$ cat config.mk
export PLATFORM = sky130hd
export DESIGN_NAME = buck_gate_logic
export DESIGN_NICKNAME = d
export VERILOG_FILES = /design/src/rtl/buckgl_pkg.sv /design/src/rtl/buckgl_skip.sv /design/src/rtl/buckgl_fsm.sv /design/src/rtl/buck_gate_logic.sv
export SDC_FILE = /design/constraint.sdc
export NUM_CORES = 1
export LEC_CHECK = 0
export CAP_MARGIN = 20
export CORE_AREA = 8 8 45 47
export CTS_CLUSTER_DIAMETER = 100
export CTS_CLUSTER_SIZE = 25
export DETAILED_ROUTE_END_ITERATION = 10
export DIE_AREA = 0 0 53 55
export PLACE_DENSITY_LB_ADDON = 0.15
export RECOVER_POWER = 50
export SYNTH_ARGS = -nofsm -noshare
export SYNTH_HDL_FRONTEND = slang
export SYNTH_SLANG_ARGS = --single-unit
$ cat constraint.sdc
create_clock -name clk -period 2.34 [get_ports clk]
set_input_delay 0.351 -clock clk [delete_from_list [all_inputs] [get_ports clk]]
set_output_delay 0.351 -clock clk [all_outputs]
set_load 0.005 [all_outputs]
$ cat src/rtl/buckgl_pkg.sv
package buckgl_pkg;

    typedef enum logic [2:0] {
        GS_OFF     = 3'd0,
        GS_WAIT_LG = 3'd1,
        GS_HS      = 3'd2,
        GS_WAIT_SW = 3'd3,
        GS_LS      = 3'd4
    } gate_st_e;

    typedef struct packed {
        logic sw_low;
        logic lg_low;
        logic oc_pos;
        logic oc_neg;
        logic zero_x;
    } stage_flags_t;

    typedef struct packed {
        logic hs;
        logic ls;
    } gate_drv_t;

    function automatic gate_drv_t drive_of(gate_st_e st, logic force_ls);
        gate_drv_t d;
        d.hs = (st == GS_HS) && !force_ls;
        d.ls = (st == GS_LS) || force_ls;
        return d;
    endfunction

endpackage

$ cat src/rtl/buckgl_skip.sv
module buckgl_skip
    import buckgl_pkg::*;
#(
    parameter int BURST_CYC   = 8,
    parameter bit AUX_FORCE_EN = 1'b1
) (
    input  logic clk,
    input  logic rst,
    input  logic cyc_start,
    input  logic fb_below,
    input  logic light_load,
    input  logic skip_dis,
    input  logic aux_low,
    output logic skip_now,
    output logic dem_ok,
    output logic tgt_raise
);
    localparam int BW = $clog2(BURST_CYC + 1);

    logic          skip_mode;
    logic [BW-1:0] burst_cnt;
    logic          cyc_forced;
    logic          aux_req;

    generate
        if (AUX_FORCE_EN) begin : g_burst
            assign aux_req = aux_low;
            always_ff @(posedge clk) begin
                if (rst) begin
                    burst_cnt  <= '0;
                    cyc_forced <= 1'b0;
                end else if (aux_low) begin
                    burst_cnt  <= BW'(BURST_CYC);
                    cyc_forced <= 1'b1;
                end else if (cyc_start) begin
                    cyc_forced <= (burst_cnt != '0);
                    if (burst_cnt != '0)
                        burst_cnt <= burst_cnt - 1'b1;
                end
            end
        end else begin : g_noburst
            assign aux_req    = 1'b0;
            assign burst_cnt  = '0;
            assign cyc_forced = 1'b0;
        end
    endgenerate

    always_ff @(posedge clk) begin
        if (rst)
            skip_mode <= 1'b0;
        else if (skip_dis || aux_req)
            skip_mode <= 1'b0;
        else if (cyc_start) begin
            if (skip_mode)
                skip_mode <= light_load;
            else
                skip_mode <= light_load && (burst_cnt == '0);
        end
    end

    assign skip_now  = cyc_start && skip_mode && light_load && !fb_below
                       && !skip_dis && !aux_req;
    assign dem_ok    = !skip_dis && !cyc_forced;
    assign tgt_raise = skip_mode;


    dis_clears_chk: assert property (@(posedge clk) disable iff (rst)
        $past(skip_dis) |-> !tgt_raise);

    aux_clears_chk: assert property (@(posedge clk) disable iff (rst)
        $past(aux_req) |-> !tgt_raise);

    burst_range_chk: assert property (@(posedge clk) disable iff (rst)
        burst_cnt <= BW'(BURST_CYC));

endmodule

$ cat src/rtl/buckgl_fsm.sv
module buckgl_fsm
    import buckgl_pkg::*;
#(
    parameter int TMO_TICKS = 4
) (
    input  logic         clk,
    input  logic         rst,
    input  logic         cyc_start,
    input  logic         skip_now,
    input  logic         pwm_trip,
    input  stage_flags_t flags,
    input  logic         dem_ok,
    input  logic         fault_lsd,
    output gate_drv_t    drv
);
    localparam int TW = (TMO_TICKS > 2) ? $clog2(TMO_TICKS) : 1;

    gate_st_e      st, nxt;
    logic [TW-1:0] tmo;

    always_comb begin
        nxt = st;
        if (fault_lsd)
            nxt = GS_LS;
        else if (cyc_start && !skip_now)
            nxt = GS_WAIT_LG;
        else begin
            unique case (st)
                GS_WAIT_LG: if (flags.oc_pos)      nxt = GS_WAIT_SW;
                            else if (flags.lg_low) nxt = GS_HS;
                GS_HS:      if (pwm_trip || flags.oc_pos) nxt = GS_WAIT_SW;
                GS_WAIT_SW: if (flags.oc_neg) nxt = GS_OFF;
                            else if (flags.sw_low || tmo == TW'(TMO_TICKS - 1))
                                nxt = GS_LS;
                GS_LS:      if (flags.oc_neg || (flags.zero_x && dem_ok))
                                nxt = GS_OFF;
                default:    nxt = st;
            endcase
        end
    end

    always_ff @(posedge clk) begin
        if (rst) begin
            st  <= GS_OFF;
            tmo <= '0;
        end else begin
            st  <= nxt;
            tmo <= (st == GS_WAIT_SW && nxt == GS_WAIT_SW) ? tmo + 1'b1 : '0;
        end
    end

    assign drv = drive_of(st, fault_lsd);


    no_overlap_chk: assert property (@(posedge clk) disable iff (rst)
        !(drv.hs && drv.ls));

    hs_needs_lg_chk: assert property (@(posedge clk) disable iff (rst)
        $rose(drv.hs) |-> $past(flags.lg_low));

    oc_pos_cut_chk: assert property (@(posedge clk) disable iff (rst)
        $past(flags.oc_pos) |-> !drv.hs);

    oc_neg_cut_chk: assert property (@(posedge clk) disable iff (rst)
        $past(flags.oc_neg) && !$past(fault_lsd) && !fault_lsd |-> !drv.ls);

    fault_park_chk: assert property (@(posedge clk) disable iff (rst)
        fault_lsd |-> (!drv.hs && drv.ls));

endmodule

$ cat src/rtl/buck_gate_logic.sv
module buck_gate_logic
    import buckgl_pkg::*;
#(
    parameter int TMO_TICKS    = 4,
    parameter int BURST_CYC    = 8,
    parameter bit AUX_FORCE_EN = 1'b1
) (
    input  logic clk,
    input  logic rst,
    input  logic cyc_start,
    input  logic pwm_trip,
    input  logic sw_low,
    input  logic lg_low,
    input  logic oc_pos,
    input  logic oc_neg,
    input  logic zero_x,
    input  logic fb_below,
    input  logic light_load,
    input  logic skip_dis,
    input  logic aux_low,
    input  logic fault_lsd,
    output logic hs_en,
    output logic ls_en,
    output logic tgt_raise
);
    stage_flags_t flags;
    gate_drv_t    drv;
    logic         skip_now;
    logic         dem_ok;

    assign flags = '{sw_low: sw_low, lg_low: lg_low, oc_pos: oc_pos,
                     oc_neg: oc_neg, zero_x: zero_x};

    buckgl_skip #(
        .BURST_CYC   (BURST_CYC),
        .AUX_FORCE_EN(AUX_FORCE_EN)
    ) u_skip (
        .clk       (clk),
        .rst       (rst),
        .cyc_start (cyc_start),
        .fb_below  (fb_below),
        .light_load(light_load),
        .skip_dis  (skip_dis),
        .aux_low   (aux_low),
        .skip_now  (skip_now),
        .dem_ok    (dem_ok),
        .tgt_raise (tgt_raise)
    );

    buckgl_fsm #(
        .TMO_TICKS(TMO_TICKS)
    ) u_fsm (
        .clk      (clk),
        .rst      (rst),
        .cyc_start(cyc_start),
        .skip_now (skip_now),
        .pwm_trip (pwm_trip),
        .flags    (flags),
        .dem_ok   (dem_ok),
        .fault_lsd(fault_lsd),
        .drv      (drv)
    );

    assign hs_en = drv.hs;
    assign ls_en = drv.ls;

endmodule

# Word level (Yosys, flattened, before mapping)
# Cells that the tools add are included.
# Widths: inputs -> output; s select.
# op_classes
n_bitwise	1
n_eq_ne	6
muxes	15
add_sub_neg	2
n_reduce_logical	31
# op_table
op	count
$mux 3	8
$mux 4	3
$pmux 3 s4	1
$logic_and 1x1->1	11
$eq 3x2->1 const B	3
$logic_not 1->1	6
$reduce_or 2->1	3
$logic_or 1x1->1	5
$logic_not 4->1	1
$reduce_and 2->1	2
$reduce_bool 2->1	2
$reduce_bool 4->1	1
$sub 4x1->4 const B	1
$eq 3x1->1 const B	1
$eq 3x3->1 const B	1
$mux 1	3
$add 2x1->2 const B	1
$eq 2x2->1 const B	1
$not 1->1	1
# totals
register_bits	11

# Logic depth before layout (Yosys ltp)
# Gate-level depths: netlist (run 1).
# depth
ltp_word	13
ltp_mapped	5
mapped_depth_nobuf	5

# Modules after synthesis
# From an unflattened synthesis (run 1), not the netlist that was laid out.
# hier_totals
cells_unflattened	76
area_unflattened_um2	636.9
# modules_own_cells
module	cells_each	instances	area_each_um2
buckgl_skip	39	1	329.1
buckgl_fsm	37	1	307.8

# Worst setup path after synthesis (run 1)
# OpenSTA, ideal clock, no wires.
# synth_path
path_type	register to register
start	register u_skip.burst_cnt[0]
end	register u_skip.burst_cnt[1]
synth_period_minus_slack_ns	1.285
setup_slack_ns	1.055
stages_incl_launch_ff	5
n_path_buf	0
arrival_ns	1.194
path_cell_list	dfxtp_1 -> inv_1 -> ha_1 -> or3b_1 -> a311oi_1
# synth_between
elab_chain_cells	2
elab_cells_between_ends	3
cone_classes	1 x add/sub; 2 x reduce/logical
# synth_lines
item	line_no	text
from (decl)	buckgl_skip.sv:21	logic [BW-1:0] burst_cnt;
from (signal assigned)	buckgl_skip.sv:33	burst_cnt <= BW'(BURST_CYC);
from (signal assigned)	buckgl_skip.sv:38	burst_cnt <= burst_cnt - 1'b1;
parallel branches: the longest is 2 deep, another holds $sub 4x1->4	-	
# Parallel ways; which one is timed is not known.
# A chain may end at the register's enable or synchronous reset.

# Worst setup path after layout (run 1)
# layout_path
start	register u_fsm.st[1]
end	output port hs_en
# layout_between
elab_chain_cells	2
# layout_lines
item	line_no	text
from (decl)	buckgl_fsm.sv:18	gate_st_e st, nxt;
from (signal assigned)	buckgl_fsm.sv:47	st <= nxt;
$eq 3x2->1	buckgl_pkg.sv:26	d.hs = (st == GS_HS) && !force_ls;
$logic_and 1x1->1	buckgl_pkg.sv:26	
to (decl)	buck_gate_logic.sv:22	output logic hs_en,
# Every way passes these cells.

==> flow_summary.ini, run 1 <==
[outcome]
result_of_the_run = completed

[global_routing]
global_route.usage.total_pct = 11.2
grt-ovfl-total = 0
grt_antenna_before_repair = 0
grt_start_max_net_pins = 11
grt_pass1_wl_um = 2440
vias_in_the_first_global_route = 587

[floorplanning]
fp.dieW_um = 53
placement_rows = 14
floorplan.die.height_um = 55
core_area_mm2 = 0.00138
io_pins = 17
die-area_mm2 = 0.00292
initial_utilization_pct = 43.8

[hold_path]
min-delay-path-class = register to register
min_delay_path_depth = 1

[synth]
synth_seq_area_share_pct = 36.4
synthFlopType = sky130_fd_sc_hd__dfxtp_1
syn_area_um2 = 606
synth_cells = 70
yosys_warnings = 0
asyncSetResetFlopFracSynth_pct = 0
synthDistinctLibCells = 32
synth_enable_flop_cells = 0
syn-num-nets = 86
syn_avg_cell_area_um2 = 8.65
ys_ff_latch = 11

[setup_path]
cp_max_fo = 6
r2r_start = u_skip.burst_cnt[0]
crit_path_dat_ns = 1.60
criticalPathCategory = register to primary output
reg2reg_setup_slack_ns = 0.86
r2r_cells = 5
start_kind = register
worstSetupStartpoint = u_fsm.st[1]
crit_path_end_kind = primary output
timing.critical_path.to = hs_en
reg2reg_to = u_skip.tgt_raise
crit_required_ns = 1.99

[flow_run]
drv_cap = 0

[timing]
setup-tns-final_ns = 0
slew_headroom_pct = 74.8
hold_violations = 0
setup_violations = 0
clock-skew-final_ns = 0.0113
maxClockFrequency_mhz = 512
timing.final.crit_share_pct = 83.5
max_slew.worst_pin.slew_ns = 0.368
setup_repair_after_global_routing_missed_its_margin = false
slew_violations = 0
timing.final.crit_period_ns = 1.95

[final_layout]
areaGrowthSynthToFinish_pct = 33.5
antenna-diode-count = 0
nNetsFinal = 106
finish.utilization_pct = 58.4
drive_gt1_share_pct = 7.87

[clock_network]
cts-buffers-inserted = 3
cts_hold_buf = 0
tritoncts = built
post_cts.repair.setup_buffers = 0
htree_levels = 1
ctsResizeCount = 0
clock_tree_root_driver_cell = sky130_fd_sc_hd__clkbuf_4
cts.sink_count = 11
clkLatencyLatePin_ns = 0.27
clock_tree.buffer_depth = 2
clkTransAtPathRegs_ns = 0.08

[drt]
vias = 584
first_iter_violations = 5
routed_length_per_placed_instance_um = 13.4
drc = 0
detail_route.first_pass.iterations = 4
number_of_nets_with_antenna_violations_after_routing = 0
routed_wirelength_um = 1410
detail_route.vias_per_cell = 5.56

[placement]
finalWeightedCongestion = 0.731
detailedPlacementHpwl_um = 1160
port_bufs = 16

[pwr]
leakage_nw = 0.307
power_density_mw_per_mm2 = 501
vdd.ir_drop.worst_mv = 0.288
critical path, cell delays in order (launching register included):
cell	delay, ns
sky130_fd_sc_hd__dfxtp_1	0.42
sky130_fd_sc_hd__inv_1	0.11
sky130_fd_sc_hd__nor4_1	0.26
sky130_fd_sc_hd__clkdlybuf4s50_1	0.55
routing by layer:
layer	vias up	track usage, %	wire length (µm)
met5	-	0	0
met4	0	7.76	10
met3	2	3.74	82
met2	13	17.4	658
met1	266	12.7	661
li1	303	-	-
layout by cell type (no fill, tap or decap), types with 2 or more instances in the layout:
| cell type | count |
|---|---|
| sky130_fd_sc_hd__clkdlybuf4s50_1 | 14 |
| sky130_fd_sc_hd__dfxtp_1 | 11 |
| sky130_fd_sc_hd__inv_1 | 9 |
| sky130_fd_sc_hd__a21oi_1 | 7 |
| sky130_fd_sc_hd__nor4_1 | 4 |
| sky130_fd_sc_hd__nor2_1 | 4 |
| sky130_fd_sc_hd__nand2_1 | 3 |
| sky130_fd_sc_hd__clkbuf_4 | 3 |
| sky130_fd_sc_hd__a21o_1 | 2 |
| sky130_fd_sc_hd__mux2i_1 | 2 |
| sky130_fd_sc_hd__nor3b_1 | 2 |
| sky130_fd_sc_hd__o21ai_0 | 2 |
| sky130_fd_sc_hd__nand2b_1 | 2 |
| sky130_fd_sc_hd__ha_1 | 2 |
| sky130_fd_sc_hd__dlygate4sd3_1 | 2 |
final cells by class:
cell class | instances | area (µm²)
Clock buffer | 3 | 22.5
Clock inverter | 1 | 5.00
Fill cell | 129 | 576
Inverter | 9 | 33.8
Multi-Input combinational cell | 49 | 347
Sequential cell | 11 | 220
Tap cell | 16 | 20.0
Timing Repair Buffer | 16 | 160
cell families (layout without fill, tap and decap cells):
group / count (synthesis) / count (layout) / share of synthesized area [%]
buffers and inverters: 10 / 29 / 6.40
and+or+nand+nor: 25 / 25 / 27.3
AOI/OAI and AO/OA: 20 / 20 / 22.5
muxes: 2 / 2 / 3.31
adders and majority gates: 2 / 2 / 4.13
DFF: 11 / 11 / 36.4
cells in the mapped netlist, types with 2 or more instances:
| master | count | area (µm²) |
|---|---|---|
| sky130_fd_sc_hd__nand2_1 | 3 | 11.3 |
| sky130_fd_sc_hd__mux2i_1 | 2 | 20.0 |
| sky130_fd_sc_hd__ha_1 | 2 | 25.0 |
| sky130_fd_sc_hd__o21ai_0 | 2 | 10.0 |
| sky130_fd_sc_hd__a21oi_1 | 7 | 35.0 |
| sky130_fd_sc_hd__a21o_1 | 2 | 15.0 |
| sky130_fd_sc_hd__dfxtp_1 | 11 | 220 |
| sky130_fd_sc_hd__nor2_1 | 4 | 15.0 |
| sky130_fd_sc_hd__inv_1 | 9 | 33.8 |
| sky130_fd_sc_hd__nand2b_1 | 2 | 12.5 |
| sky130_fd_sc_hd__nor3b_1 | 2 | 15.0 |
| sky130_fd_sc_hd__nor4_1 | 4 | 25.0 |
registers in the layout, indices dropped and copies added, names as in the netlist:
signal,count
u_fsm.st,3
u_skip.tgt_raise,1
u_skip.burst_cnt,4
u_skip.cyc_forced,1
u_fsm.tmo,2
worst min-delay path by stage:
stage | from | end
6_report | u_fsm.tmo[0] | u_fsm.tmo[0]
3_5_place_dp | u_fsm.tmo[0] | u_fsm.tmo[0]
5_1_grt | u_fsm.tmo[0] | u_fsm.tmo[0]
2_1_floorplan | u_fsm.tmo[0] | u_fsm.tmo[0]
3_3_place_gp | u_fsm.tmo[0] | u_fsm.tmo[0]
4_1_cts | u_fsm.tmo[0] | u_fsm.tmo[0]
power breakdown:
group,switching (mW),internal (mW),leakage [nW]
Clock,0.0643,0.0632,0.0177
Combinational,0.0324,0.0424,0.200
Sequential,0.00805,0.195,0.0899
Total,0.105,0.300,0.307
metrics by stage:
stage / area (µm²) / instances / total power, mW / hold slack [ns] / setup WS (ns)
final: 808 / 105 / 0.405 / 0.426 / 0.386
after detailed placement: 781 / 101 / 0.282 / 0.421 / 0.425
after global placement: 781 / 101 / 0.282 / 0.416 / 0.435
after CTS: 808 / 105 / 0.412 / 0.433 / 0.341
after global routing: 808 / 105 / 0.433 / 0.453 / 0.260
after floorplan: 606 / 70 / 0.244 / 0.403 / 1.06
Note: power is estimated with default switching activity, not from simulation.
==> run 2, diff against run 1 <==
Settings changed: CORE_AREA 8 8 45 47 to 8 8 46 48, DIE_AREA 0 0 53 55 to 0 0 54 56.
Clock period 2.34 ns to 1.9 ns, I/O delays scaled along.
==> run 2 against run 1 <==
  * Critical path depth is the same
  * Clock skew shrank 0.0080 ns
  * Die area grew 3.7%
  * Utilization shrank 1.4 points
  * Largest power group unchanged
  * Total power grew 25%
  * Non-clock buffer count grew 1
  * Global-route usage shrank 0.33 points
==> flow_summary.ini, run 2 (synthesis results as in run 1) <==
[outcome]
result_of_the_run = completed

[pwr]
leakage_nw = 0.328
combinational_share_of_power_pct = 18.4
switchingPower_mw = 0.133
sequentialPowerShare_pct = 49.2
swShare_pct = 26.2
power_report.internal_total_mw = 0.374
clockPowerShare_pct = 32.4
power_density_mw_per_mm2 = 620
vdd.ir_drop.worst_mv = 0.284

[setup_path]
criticalPathCategory = register to primary output
crit_path_dat_ns = 1.47
critical_path.slowest_cell = sky130_fd_sc_hd__dfxtp_1
worst-path-buf-inv = 1
cp_max_fo = 8
crit_required_ns = 1.62
crit_chain = nor2_1 > a21o_1 > clkdlybuf4s50_1
crit_path_max_incr_delay_ns = 0.47
start_kind = register
crit_path_end_kind = primary output
delay_heaviest_family_cp = flip-flops

[global_routing]
vias_in_the_first_global_route = 595
grt-ovfl-total = 0
grt_pass1_wl_um = 2570
grt_start_max_net_pins = 10
grt_antenna_before_repair = 0
global_route.usage.total_pct = 10.8

[final_layout]
max_flop_register = u_skip.burst_cnt
post_layout_nonfiller_instances = 106
reg_top3 = u_skip.burst_cnt x4, u_fsm.st x3, u_fsm.tmo x2
largest_register_ff_count = 4
areaGrowthSynthToFinish_pct = 35.1
postLayoutCellArea_um2 = 818
nNetsFinal = 107
final_common_cell = sky130_fd_sc_hd__clkdlybuf4s50_1
drive_gt1_share_pct = 8.89
layout_common_cells = sky130_fd_sc_hd__clkdlybuf4s50_1 (13), sky130_fd_sc_hd__dfxtp_1 (10), sky130_fd_sc_hd__inv_1 (9), sky130_fd_sc_hd__a21oi_1 (7), sky130_fd_sc_hd__nor2_1 (4)
antenna-diode-count = 0

[placement]
place_inst = 102
placed_area_um2 = 788
port_bufs = 16
dpl_worst_slack_ns = 0.0852
finalWeightedCongestion = 0.802
detailedPlacementHpwl_um = 1150

[timing]
setup-tns-final_ns = 0
slew_violations = 0
max_slew.worst_pin.slew_ns = 0.568
timing.final.crit_share_pct = 92.5
postLayoutSetupSlackWorst_ns = 0.142
final_layout_worst_hold_slack_ns = 0.428
slew_headroom_pct = 61.6
setup_violations = 0
timing.final.crit_period_ns = 1.76
maxClockFrequency_mhz = 569
hold_violations = 0
setup_repair_after_global_routing_missed_its_margin = false
clock-skew-final_ns = 0.00335

[floorplanning]
fp.dieW_um = 54
floorplan.die.height_um = 56
die-area_mm2 = 0.00302
initial_utilization_pct = 42.2
placement_rows = 14
core_area_mm2 = 0.00144
io_pins = 17

[drt]
first_iter_violations = 14
routed_wirelength_um = 1470
detail_route.first_pass.iterations = 4
drc = 0
detail_route.vias_per_cell = 5.52
number_of_nets_with_antenna_violations_after_routing = 0
routed_length_per_placed_instance_um = 13.8
vias = 585

[clock_network]
cts.sink_count = 11
cts-buffers-inserted = 3
clock_tree.buffer_depth = 2
post_cts.repair.setup_buffers = 0
tritoncts = built
clkTransAtPathRegs_ns = 0.07
clkLatencyLatePin_ns = 0.27
htree_levels = 1
clock_tree_root_driver_cell = sky130_fd_sc_hd__clkbuf_4

[hold_path]
min-delay-path-class = register to register

[flow_run]
drv_cap = 0
run 2: layout make-up:
| type | count | area (µm²) |
|---|---|---|
| multi-input combinational | 49 | 347 |
| inverter | 9 | 33.8 |
| clock buffer | 4 | 26.3 |
| tap | 16 | 20.0 |
| sequential | 11 | 221 |
| timing repair buffer | 17 | 170 |
| fill | 144 | 618 |
run 2: metrics by stage:
step / power, mW / util [%]
after floorplan: 0.301 / -
after detailed placement: 0.349 / 54.9
after global placement: 0.348 / 54.9
final: 0.507 / 57.0
after CTS: 0.514 / 56.8
after global routing: 0.536 / 57.0
run 2: path summary, 6_finish.rpt:
kind | from | end | slack [ns] | cells past startpoint
setup / recovery | u_fsm.st[0] | ls_en | 0.14 | 3
hold / removal | u_fsm.tmo[0] | u_fsm.tmo[0] | 0.43 | 1
setup reg to reg | u_skip.burst_cnt[0] | u_skip.tgt_raise | 0.46 | 5
hold reg to reg | u_fsm.tmo[0] | u_fsm.tmo[0] | 0.43 | 1
run 2: timing repair:
action                     4_1_cts  5_1_grt
gates resized for setup          1        2
setup endpoints to repair        1        1
hold buffers                     0        0
run 2: layer usage:
layer  part of all wire, %  up-vias  GRT usage, %
met2                    40       24          13.3
met4                   1.6        0          5.28
met3                    10        4          5.88
met5                     0        -             0
li1                      -      306             -
met1                    48      251          14.6
run 2: power by group through the flow:
stage	clock network, mW	logic (mW)	registers [mW]
4_1_cts	0.170	0.0948	0.249
3_3_place_gp	0	0.0934	0.255
3_5_place_dp	0	0.0939	0.255
5_1_grt	0.180	0.105	0.251
6_report	0.164	0.0932	0.250
2_1_floorplan	0	0.0485	0.252
